### src/rtl/bgcal_pkg.sv
package bgcal_pkg;
  typedef enum logic {
    REF_COARSE = 1'b0,
    REF_FINE   = 1'b1
  } gain_ref_e;

  localparam int GAIN_REFS = 2;
endpackage

### src/rtl/bgcal_accum.sv
module bgcal_accum #(
  parameter int CODE_W = 10
) (
  input  logic                     clk,
  input  logic                     rst_n,
  input  logic                     step_en,
  input  logic                     step_up,
  output logic signed [CODE_W-1:0] code
);
  localparam logic signed [CODE_W-1:0] MAXV = {1'b0, {(CODE_W-1){1'b1}}};
  localparam logic signed [CODE_W-1:0] MINV = {1'b1, {(CODE_W-1){1'b0}}};
  localparam logic signed [CODE_W-1:0] ONE  = {{(CODE_W-1){1'b0}}, 1'b1};

  logic signed [CODE_W-1:0] code_q, code_d;

  always_comb begin
    code_d = code_q;
    if (step_en) begin
      if (step_up) begin
        if (code_q != MAXV) code_d = code_q + ONE;
      end else begin
        if (code_q != MINV) code_d = code_q - ONE;
      end
    end
  end

  always_ff @(posedge clk or negedge rst_n) begin
    if (!rst_n) code_q <= '0;
    else        code_q <= code_d;
  end

  assign code = code_q;

  // no slot, no movement
  p_hold_r3: assert property (@(posedge clk) disable iff (!rst_n)
    !step_en |=> $stable(code_q));
  // single fractional step up
  p_step_up_r2: assert property (@(posedge clk) disable iff (!rst_n)
    (step_en && step_up && code_q != MAXV) |=> (code_q == $past(code_q) + ONE));
  // single fractional step down
  p_step_dn_r2: assert property (@(posedge clk) disable iff (!rst_n)
    (step_en && !step_up && code_q != MINV) |=> (code_q == $past(code_q) - ONE));
  p_no_overflow_r6: assert property (@(posedge clk) disable iff (!rst_n)
    (step_en && step_up && code_q == MAXV) |=> (code_q == MAXV));
  p_no_underflow_r6: assert property (@(posedge clk) disable iff (!rst_n)
    (step_en && !step_up && code_q == MINV) |=> (code_q == MINV));
endmodule

### src/rtl/bgcal_settle.sv
module bgcal_settle #(
  parameter int SETTLE_CYCLES = 10000
) (
  input  logic clk,
  input  logic rst_n,
  output logic settled
);
  localparam int CNT_W = $clog2(SETTLE_CYCLES + 1);
  localparam logic [CNT_W-1:0] LIMIT   = CNT_W'(SETTLE_CYCLES);
  localparam logic [CNT_W-1:0] LAST    = CNT_W'(SETTLE_CYCLES - 1);
  localparam logic [CNT_W-1:0] CNT_ONE = CNT_W'(1);

  logic [CNT_W-1:0] cnt_q, cnt_d;
  logic             done_q, done_d;
  logic             cnt_en;

  assign cnt_en = (cnt_q != LIMIT);

  always_comb begin
    cnt_d  = cnt_q;
    done_d = done_q;
    if (cnt_en) begin
      cnt_d = cnt_q + CNT_ONE;
      if (cnt_q == LAST) done_d = 1'b1;
    end
  end

  always_ff @(posedge clk or negedge rst_n) begin
    if (!rst_n) begin
      cnt_q  <= '0;
      done_q <= 1'b0;
    end else begin
      cnt_q  <= cnt_d;
      done_q <= done_d;
    end
  end

  assign settled = done_q;

  p_sticky_r8: assert property (@(posedge clk) disable iff (!rst_n)
    done_q |=> done_q);
  p_early_r8: assert property (@(posedge clk) disable iff (!rst_n)
    (!done_q && cnt_q != LAST) |=> !done_q);
  p_rise_r8: assert property (@(posedge clk) disable iff (!rst_n)
    $rose(done_q) |-> ($past(cnt_q) == LAST));
endmodule

### src/rtl/bgcal_trim_loop.sv
module bgcal_trim_loop
  import bgcal_pkg::*;
#(
  parameter int CODE_W        = 10,
  parameter int FRAC_BITS     = 4,
  parameter int SETTLE_CYCLES = 10000
) (
  input  logic                     clk,
  input  logic                     rst_n,
  input  logic                     zero_slot_en,
  input  logic                     gain_slot_en,
  input  logic                     gain_ref_sel,
  input  logic                     err_up,
  output logic signed [CODE_W-1:0] offset_code,
  output logic signed [CODE_W-1:0] gain_code_msb,
  output logic signed [CODE_W-1:0] gain_code_lsb,
  output logic                     calibrated
);
  localparam int INT_BITS = CODE_W - FRAC_BITS;

  initial begin
    if (INT_BITS < 1) $error("CODE_W must exceed FRAC_BITS");
  end

  logic signed [CODE_W-1:0] gain_codes [GAIN_REFS];
  gain_ref_e                ref_sel;

  assign ref_sel = gain_ref_e'(gain_ref_sel);

  bgcal_accum #(.CODE_W(CODE_W)) u_offset (
    .clk     (clk),
    .rst_n   (rst_n),
    .step_en (zero_slot_en),
    .step_up (err_up),
    .code    (offset_code)
  );

  for (genvar g = 0; g < GAIN_REFS; g++) begin : g_gain
    logic pick;
    assign pick = gain_slot_en && (ref_sel == gain_ref_e'(g));
    bgcal_accum #(.CODE_W(CODE_W)) u_gain (
      .clk     (clk),
      .rst_n   (rst_n),
      .step_en (pick),
      .step_up (err_up),
      .code    (gain_codes[g])
    );
  end

  assign gain_code_msb = gain_codes[REF_COARSE];
  assign gain_code_lsb = gain_codes[REF_FINE];

  bgcal_settle #(.SETTLE_CYCLES(SETTLE_CYCLES)) u_settle (
    .clk     (clk),
    .rst_n   (rst_n),
    .settled (calibrated)
  );

  p_coarse_only_r4: assert property (@(posedge clk) disable iff (!rst_n)
    (gain_slot_en && ref_sel == REF_COARSE) |=> $stable(gain_code_lsb));
  p_fine_only_r4: assert property (@(posedge clk) disable iff (!rst_n)
    (gain_slot_en && ref_sel == REF_FINE) |=> $stable(gain_code_msb));
  p_gain_idle_r5: assert property (@(posedge clk) disable iff (!rst_n)
    !gain_slot_en |=> ($stable(gain_code_msb) && $stable(gain_code_lsb)));
endmodule

### config.mk
export PLATFORM = sky130hd
export DESIGN_NAME = bgcal_trim_loop
export DESIGN_NICKNAME = d
export VERILOG_FILES = /design/src/rtl/bgcal_pkg.sv /design/src/rtl/bgcal_accum.sv /design/src/rtl/bgcal_settle.sv /design/src/rtl/bgcal_trim_loop.sv
export SDC_FILE = /design/constraint.sdc
export NUM_CORES = 1
export LEC_CHECK = 0
export ABC_AREA = 1
export BUFFER_PORTS_ARGS = -buffer_cell sky130_fd_sc_hd__buf_2
export CAP_MARGIN = 20
export CORE_ASPECT_RATIO = 1.5
export CORE_MARGIN = 3
export CORE_UTILIZATION = 64
export DETAILED_ROUTE_END_ITERATION = 7
export GPL_TIMING_DRIVEN = 0
export PLACE_DENSITY = 0.92
export SYNTH_ARGS = -nofsm -noshare
export SYNTH_HDL_FRONTEND = slang
export SYNTH_SLANG_ARGS = --single-unit
### constraint.sdc
create_clock -name clk -period 3.9 [get_ports clk]
set_clock_uncertainty 0.05 [all_clocks]
set_input_delay 0.195 -clock clk [delete_from_list [all_inputs] [get_ports clk]]
set_output_delay 0.195 -clock clk [all_outputs]
set_load 0.02 [all_outputs]
## After elaboration in Yosys (flattened, before gate mapping)

Index checks and enable logic that the tools add are counted.

| cells by class | value |
|---|---|
| $add $sub $neg | 7 |
| eq/ne operators | 11 |
| mux-type cells | 9 |
| bitwise gates (word level) | 1 |
| reductions and logical operators | 9 |

Operators with widths:

| operator | count |
|---|---|
| two-way mux 10 bit | 9 |
| inequality test 10 bit (second input constant) | 6 |
| adder 10 x 2 -> 10 bit (second input constant) | 3 |
| subtractor 10 x 2 -> 10 bit (second input constant) | 3 |
| adder 14 x 1 -> 14 bit (second input constant) | 1 |
| == test 14 bit (second input constant) | 1 |
| inequality test 14 bit (second input constant) | 1 |
| AND reduction 3 bit | 3 |
| inequality test 2 x 1 -> 1 bit (second input constant) | 3 |
| nonzero test 2 bit | 3 |
| logical AND 1 bit | 2 |
| AND reduction 2 bit | 1 |
| NOT 1 bit | 1 |

| storage, ports and cells | value |
|---|---|
| bits in registers | 45 |
| bits of input ports | 6 |
| output and inout bits | 31 |

## Depth between registers and ports, before layout

Gate-level depths: netlist (run 1).

| logic depth | value |
|---|---|
| depth after elaboration | 3 |
| depth in mapped cells | 11 |
| mapped depth without buffers | 11 |

## Hierarchy

From an unflattened synthesis (run 1), not the netlist that was laid out.

| second synthesis, totals | value |
|---|---|
| cell total of the unflattened synthesis | 524 |
| area total of the unflattened synthesis | 3,510.9 um^2 |

By module, submodules not included:

| module | times used | cells each | area an instance (um^2) | seq. area each (um^2) |
|---|---|---|---|---|
| bgcal_accum | 3 | 140 | 897.1 | 250.2 |
| bgcal_settle | 1 | 100 | 802.0 | 375.4 |
| bgcal_trim_loop | 1 | 4 | 17.5 | 0.0 |

## Least setup slack after synthesis (run 1)

Ideal clock, no wire load.

| path | value |
|---|---|
| kind | flip-flop to flip-flop |
| start | register g_gain[0].u_gain.code_q[0] |
| end | register g_gain[0].u_gain.code_q[6] |
| arrival | 1,662 ps |
| data required time | 3,733 ps |
| path slack | 2,071 ps |
| cell stages (with the launch flop) | 9 |
| period minus slack after synthesis | 1,829 ps |
| path through | dfrtp_1 inv_1 fa_1 o21ai_0 nand2_1 nand2_1 nand2_1 nand3_1 nand2_1 |

| on the way | value |
|---|---|
| word-level cells in the longest chain between the ends | 3 |
| elaborated cells between the ends (all ways) | 10 |
| classes of those cells | 2 x add/sub; 3 x eq/ne; 3 x mux; 2 x reduce/logical |

Ends and longest elaborated chain:

| what | RTL line | RTL |
|---|---|---|
| start: declaration | bgcal_accum.sv:14 | `logic signed [CODE_W-1:0] code_q, code_d;` |
| start signal: assignment | bgcal_accum.sv:29 | `else code_q <= code_d;` |
| subtractor 10 x 2 -> 10 bit (tied with other cells) | bgcal_accum.sv:22 | `if (code_q != MINV) code_d = code_q - ONE;` |
| two-way mux 10 bit (tied with other cells) | bgcal_accum.sv:22 |  |
| two-way mux 10 bit or AND reduction 3 bit (tied branches) | n/a |  |

Parallel ways exist; a longest one is shown, timed or not. The select of a mux whose other input is x is not followed.
A chain may end at the register's enable or synchronous reset.

## Final worst setup path (run 1)

Ends and elaborated chain as after synthesis.

==> results.json, run 1 <==
{
  "first_pass_iters": 4,
  "cts.sinks": 45,
  "drive_gt1_share_pct": 12.5,
  "cts.repair.resized": 0,
  "p_leak_nw": 2.09,
  "hpwl_mm": 5.45,
  "cts_buffer_depth": 2,
  "syn_inst": 488,
  "cts_tree": "yes",
  "layout_common_cells": "nand2_1, inv_1, nor2_1",
  "slew_headroom_pct": 61.9,
  "worst-path-buf-inv": 1,
  "place.gp.congestion": 0.863,
  "path_common_cell": "nand2_1",
  "first_global_vias": 2942,
  "grt_pass1_wl_mm": 12.3,
  "synthesis.area_mm2": 0.00344,
  "fp.dieH_um": 95.7,
  "regToRegStartpoint": "g_gain[0].u_gain.code[0]",
  "cp_num_cells": 8,
  "cp-startpoint": "g_gain[0].u_gain.code[0]",
  "start_util_pct": 66.5,
  "remaining_drc_errors": 0,
  "drv_slew": 0,
  "rows": 32,
  "synthesis.nets": 523,
  "dieArea_mm2": 0.00630,
  "area_growth_pct": 11.2,
  "path_cells": "inv_1, fa_1, o21ai_0, nand2_1, nand2_1, nand2_1, nand3_1, nand2_1",
  "period_needed_ns": 2.00,
  "cp-endpoint": "g_gain[0].u_gain.code[6]",
  "portBuffers": 36,
  "yosysWarnings": 0,
  "layout.nets": 568,
  "root_buffer": "clkbuf_8",
  "ioPinCount": 37,
  "ant_nets": 0,
  "reg2reg_slack_ns": 1.90,
  "fin_crit_sh_pct": 51.3,
  "setup_viol": 0,
  "synth-seq-cells": 45,
  "crit_type": "register to register",
  "max_cap_violations": 0,
  "peakVddDrop_uv": 578,
  "ys_seq_area_share_pct": 32.8,
  "cts_buffers": 5,
  "worst-endpoint-arrival_ns": 2.15,
  "worst_setup_path_end_kind": "register",
  "reg2regPathDepth": 8,
  "antenna_found_initial": 0,
  "powerDensity_mw_per_mm2": 727,
  "syn_area_per_cell_um2": 7.04,
  "overflow": 0,
  "diodes": 0,
  "layout_commonest_cell": "nand2_1",
  "fin_hold_ws_ns": 0.130,
  "post_drt_wl_per_cell_um": 12.1,
  "h-tree-depth": 2,
  "finalSetupTns_ns": 0,
  "vias": 3202,
  "rsz0062_at_grt": "no",
  "drt_iter0_drc": 136,
  "critPathRequiredTime_ns": 4.05,
  "hold_class": "input port to register",
  "hold_viol": 0,
  "status": "finished, final reports clean",
  "path_clk_slew_ns": 0.09,
  "synth_cell_types": 32,
  "slowest_delay_ns": 0.47,
  "crit_path_max_fanout": 6,
  "r2r_end": "g_gain[0].u_gain.code[6]",
  "grt.total_usage_pct": 25.0,
  "slowest_stage": "dfrtp_1",
  "tightestPinTransition_ns": 0.571,
  "clk_latency_ns": 0.30,
  "coreArea_mm2": 0.00516,
  "max_freq_mhz": 499,
  "grt_start_max_net_pins": 46,
  "dieWidth_um": 65.8,
  "start_kind": "register",
  "routed_wl_mm": 7.31,
  "cp_top_family": "flip-flops",
  "vias_per_cell": 5.32
}
cells in the mapped netlist, drive strengths merged:
| cell | n | area share (%) |
|---|---|---|
| nand2 | 179 | 20 |
| inv | 58 | 6.4 |
| nor2 | 51 | 6.2 |
| dfrtp | 45 | 33 |
| nand3 | 41 | 6.0 |
| ha | 26 | 9.5 |
| o21ai | 17 | 3.0 |
| xor2 | 14 | 3.6 |
| a21oi | 10 | 1.5 |
| xnor2 | 10 | 2.5 |
| nor3 | 8 | 1.5 |
| nand3b | 7 | 1.5 |
| nand4 | 5 | 1.1 |
| and2 | 3 | 0.55 |
| buf | 3 | 0.76 |
| fa | 3 | 1.7 |
| o21bai | 3 | 0.66 |
| or2 | 3 | 0.55 |
| a31o | 1 | 0.25 |
| nor4 | 1 | 0.36 |
kinds of logic (layout without fill, tap and decap cells):
group	Yosys count	count (layout)	share of synthesized area, %
and+or+nand+nor	298	298	37.3
buffers and inverters	61	107	7.17
DFF	45	45	32.8
AOI/OAI and AO/OA	31	31	5.39
adders and majority gates	29	29	11.2
xor gates and xnor gates	24	24	6.12
worst min path at each step:
stage                      start                       end  slack [ns]  depth (start not counted)
floorplan                  rst_n  g_gain[0].u_gain.code[0]       -0.15                          0
global placement           rst_n  g_gain[1].u_gain.code[5]        0.36                          1
detailed placement         rst_n  g_gain[1].u_gain.code[5]        0.38                          1
CTS                        rst_n  g_gain[1].u_gain.code[3]        0.05                          1
global route        zero_slot_en          u_offset.code[8]        0.13                          4
finish              zero_slot_en          u_offset.code[8]        0.13                          4
worst min-delay path: stages:
cell and delay (ns):
buf_2 0.08, nand2_1 0.07, nand2_1 0.06, nand2_1 0.04
flip-flops by register name (all words and copies together), names as in the netlist:
name                count
g_gain.u_gain.code     20
u_settle.cnt_q         14
u_offset.code          10
u_settle.settled        1
power breakdown:
group	switching, W	internal, W	total [W]
clock	0.000172	0.000127	0.000299
combinational	0.00102	0.000630	0.00165
sequential	0.000212	0.000620	0.000832
total	0.00140	0.00138	0.00278
metal layers:
layer	track usage [%]	vias to the layer above	share of wire [%]
li1	-	1635	-
met1	27.6	1498	41
met2	46.4	55	54
met3	4.32	14	3.1
met4	10.4	0	1.9
met5	0	-	0
metrics by stage:
stage / setup slack (ns) / utilization [%] / cell area [um2] / power, W / instances
after global placement: 1.75 / 71.7 / 3700 / 0.00242 / 592
after CTS: 1.91 / 73.4 / 3790 / 0.00279 / 600
final: 1.90 / 74.0 / 3820 / 0.00278 / 602
after floorplan: 2.07 / - / 3440 / 0.00206 / 488
after detailed placement: 1.71 / 71.7 / 3700 / 0.00247 / 592
after global routing: 1.75 / 74.0 / 3820 / 0.00306 / 602
timing repair:
action / in CTS / in global routing
buffers inserted: 0 / 0
hold endpoints to repair: 0 / 10
hold buffers: 0 / 1
final cells by class:
class / count / area, um2
Fill cell: 422 / 1340
Multi-Input combinational cell: 382 / 2060
Sequential cell: 45 / 1130
Clock inverter: 3 / 21.3
Timing Repair Buffer: 38 / 210
Buffer: 3 / 26.3
Tap cell: 68 / 85.1
Clock buffer: 5 / 68.8
Inverter: 58 / 220
(Power assumes the default switching activity.)
==> inputs of run 2 (changes only) <==
--- a/config.mk
+++ b/config.mk
@@ -5,15 +5,15 @@
 export SDC_FILE = /design/constraint.sdc
 export NUM_CORES = 1
 export LEC_CHECK = 0
-export ABC_AREA = 1
+export ABC_AREA = 0
 export BUFFER_PORTS_ARGS = -buffer_cell sky130_fd_sc_hd__buf_2
 export CAP_MARGIN = 20
 export CORE_ASPECT_RATIO = 1.5
 export CORE_MARGIN = 3
-export CORE_UTILIZATION = 64
+export CORE_UTILIZATION = 53
 export DETAILED_ROUTE_END_ITERATION = 7
 export GPL_TIMING_DRIVEN = 0
-export PLACE_DENSITY = 0.92
+export PLACE_DENSITY = 0.83
 export SYNTH_ARGS = -nofsm -noshare
 export SYNTH_HDL_FRONTEND = slang
 export SYNTH_SLANG_ARGS = --single-unit
==> constraint.sdc (replaced) <==
create_clock -name clk -period 1.7 [get_ports clk]
set_clock_uncertainty 0.05 [all_clocks]
set_input_delay 0.085 -clock clk [delete_from_list [all_inputs] [get_ports clk]]
set_output_delay 0.085 -clock clk [all_outputs]
set_load 0.02 [all_outputs]
==> results.json, run 2 <==
{
  "powerDensity_mw_per_mm2": 1890,
  "violations": "setup timing",
  "antenna_found_initial": 0,
  "yosys.cell_count.top_type": "dfrtp_1",
  "overflow": 0,
  "cts_buffers": 5,
  "period_needed_ns": 2.08,
  "root_buffer": "clkbuf_8",
  "start_kind": "register",
  "power_w": 0.00837,
  "grt_pass1_wl_mm": 13.1,
  "slew_headroom_pct": 72.0,
  "placed_cells": 419,
  "coreArea_mm2": 0.00549,
  "slowest_stage": "dfrtp_1",
  "setup_viol": 26,
  "grt_start_max_net_pins": 46,
  "synthesis.nets": 348,
  "cts.sinks": 45,
  "fin_area_mm2": 0.00444,
  "crit_path_max_fanout": 5,
  "synth_top_area_share_pct": 37.2,
  "fp.dieH_um": 98.6,
  "p_leak_nw": 2.00,
  "layout_common_cells": "buf_4, dfrtp_1, buf_2",
  "start_util_pct": 55.2,
  "cp_top_family": "compound AO/OA/AOI/OAI gates",
  "placed_cell_area_mm2": 0.00341,
  "synth-seq-cells": 45,
  "synth.area.top_cells": "dfrtp_1, ha_1, xor2_1, xnor2_1, o21ai_1",
  "drive_gt1_share_pct": 48.9,
  "ys_seq_area_share_pct": 37.2,
  "syn_inst": 313,
  "peakVddDrop_uv": 836,
  "synth_cell_types": 46,
  "remaining_drc_errors": 0,
  "post_drt_wl_per_cell_um": 20.3,
  "fin_crit_sh_pct": 123,
  "async_flop_share_pct": 100,
  "crit_type": "register to register",
  "synth_edf_count": 0,
  "worst-endpoint-arrival_ns": 2.23,
  "drt_iter0_drc": 208,
  "status": "complete, but fails checks",
  "vias": 3059,
  "worst-path-buf-inv": 0,
  "tightestPinTransition_ns": 0.414,
  "worst_setup_path_end_kind": "register",
  "hold_viol": 0,
  "rows": 33,
  "hpwl_mm": 4.88,
  "drv_slew": 0,
  "fin_hold_ws_ns": 0.0858,
  "portBuffers": 36,
  "layout.nets": 453,
  "slowest_delay_ns": 0.47,
  "setup_slack_ns": -0.384,
  "regToRegStartpoint": "g_gain[0].u_gain.code[6]",
  "path_cells": "ha_4, a21o_1, a21oi_2, a21boi_0, o21ai_0, a211oi_2, xor2_1",
  "dieArea_mm2": 0.00668,
  "max_freq_mhz": 480,
  "path_clk_slew_ns": 0.10,
  "cts_buffer_depth": 2,
  "instances_no_fill": 489,
  "finalSetupTns_ns": -3.22,
  "synthesis.area_mm2": 0.00303,
  "dieWidth_um": 67.7,
  "synth_area_leader_cell": "dfrtp_1",
  "yosysWarnings": 0,
  "cts_tree": "yes",
  "first_pass_iters": 5,
  "first_global_vias": 2870,
  "critPathRequiredTime_ns": 1.85,
  "yosys-top-cells-count": "dfrtp_1, ha_1, nand2_1, o21ai_1, xor2_1",
  "clk_latency_ns": 0.31,
  "synth_ff_type": "dfrtp_1",
  "routed_wl_mm": 9.91,
  "layout_commonest_cell": "buf_4",
  "rsz0062_at_grt": "yes",
  "h-tree-depth": 2,
  "syn_area_per_cell_um2": 9.68,
  "largest_reg_flops": 20,
  "place.gp.congestion": 0.839,
  "grt.total_usage_pct": 25.0,
  "hold_class": "input port to async pin",
  "area_growth_pct": 46.6,
  "cp-startpoint": "g_gain[0].u_gain.code[6]",
  "ant_nets": 0,
  "max_cap_violations": 0,
  "diodes": 0,
  "vias_per_cell": 6.26,
  "fillers": 288,
  "ioPinCount": 37
}
run 2: cell families after synthesis:
| kind of cell | share of synthesized area, % |
|---|---|
| multiplexers | 3.22 |
| buffers and inverters | 2.97 |
| flip-flops | 37.2 |
| AND/OR/NAND/NOR | 16.2 |
| AO/OA/AOI/OAI | 16.7 |
| adder cells (fa/ha/maj) | 12.7 |
| XOR/XNOR | 11.0 |
run 2: path summary, 6_finish.rpt:
path	endpoint	cells after the start	slack, ns
min in group clk	g_gain[0].u_gain.code[6]	4	0.12
max in group asynchronous	u_offset.code[1]	3	1.04
setup / recovery	g_gain[0].u_gain.code[9]	7	-0.38
hold reg to reg	u_settle.cnt_q[10]	1	0.42
setup reg to reg	g_gain[0].u_gain.code[9]	7	-0.38
hold / removal	g_gain[0].u_gain.code[6]	2	0.09
run 2: routing by layer:
layer / global-route usage, % / wire, um / up-vias
li1: - / - / 1342
met1: 28.4 / 3790 / 1513
met2: 43.7 / 5170 / 156
met3: 3.76 / 510 / 48
met4: 12.8 / 441 / 0
met5: 0 / 0 / -
run 2: area by class of cell:
cell class / count / area (um2) / area share [%]
multi-input combinational: 247 / 2260 / 51.0
buffer: 4 / 53.8 / 1.21
clock inverter: 3 / 28.8 / 0.648
timing repair buffer: 97 / 723 / 16.3
timing repair inverter: 1 / 7.51 / 0.169
sequential: 45 / 1140 / 25.6
tap: 70 / 87.6 / 1.97
inverter: 17 / 67.6 / 1.52
clock buffer: 5 / 68.8 / 1.55
run 2: where the power goes:
group	total (W)	switching, W	internal (W)
Clock	0.000767	0.000455	0.000312
Combinational	0.00560	0.00291	0.00269
Sequential	0.00200	0.000551	0.00145
run 2: what timing repair did:
action,CTS,global route
setup endpoints to repair,30,33
hold buffers,1,0
buffers inserted,33,24
endpoints found under the hold margin,45,0
pin swaps,36,37
cloned,1,2
gates resized for setup,48,57
run 2: worst reg2reg max path: stages, from the launching register on:
cell and delay [ns]:
dfrtp_1 0.47, ha_4 0.29, a21o_1 0.18, a21oi_2 0.19, a21boi_0 0.15, o21ai_0 0.34
a211oi_2 0.14, xor2_1 0.15
run 2: stage by stage:
step	utilization (%)	setup WS [ns]
final	80.9	-0.384
after global routing	80.9	-0.496
after CTS	72.0	-0.222
after detailed placement	62.1	-1.19
after global placement	62.1	-1.13
after floorplan	-	-0.503
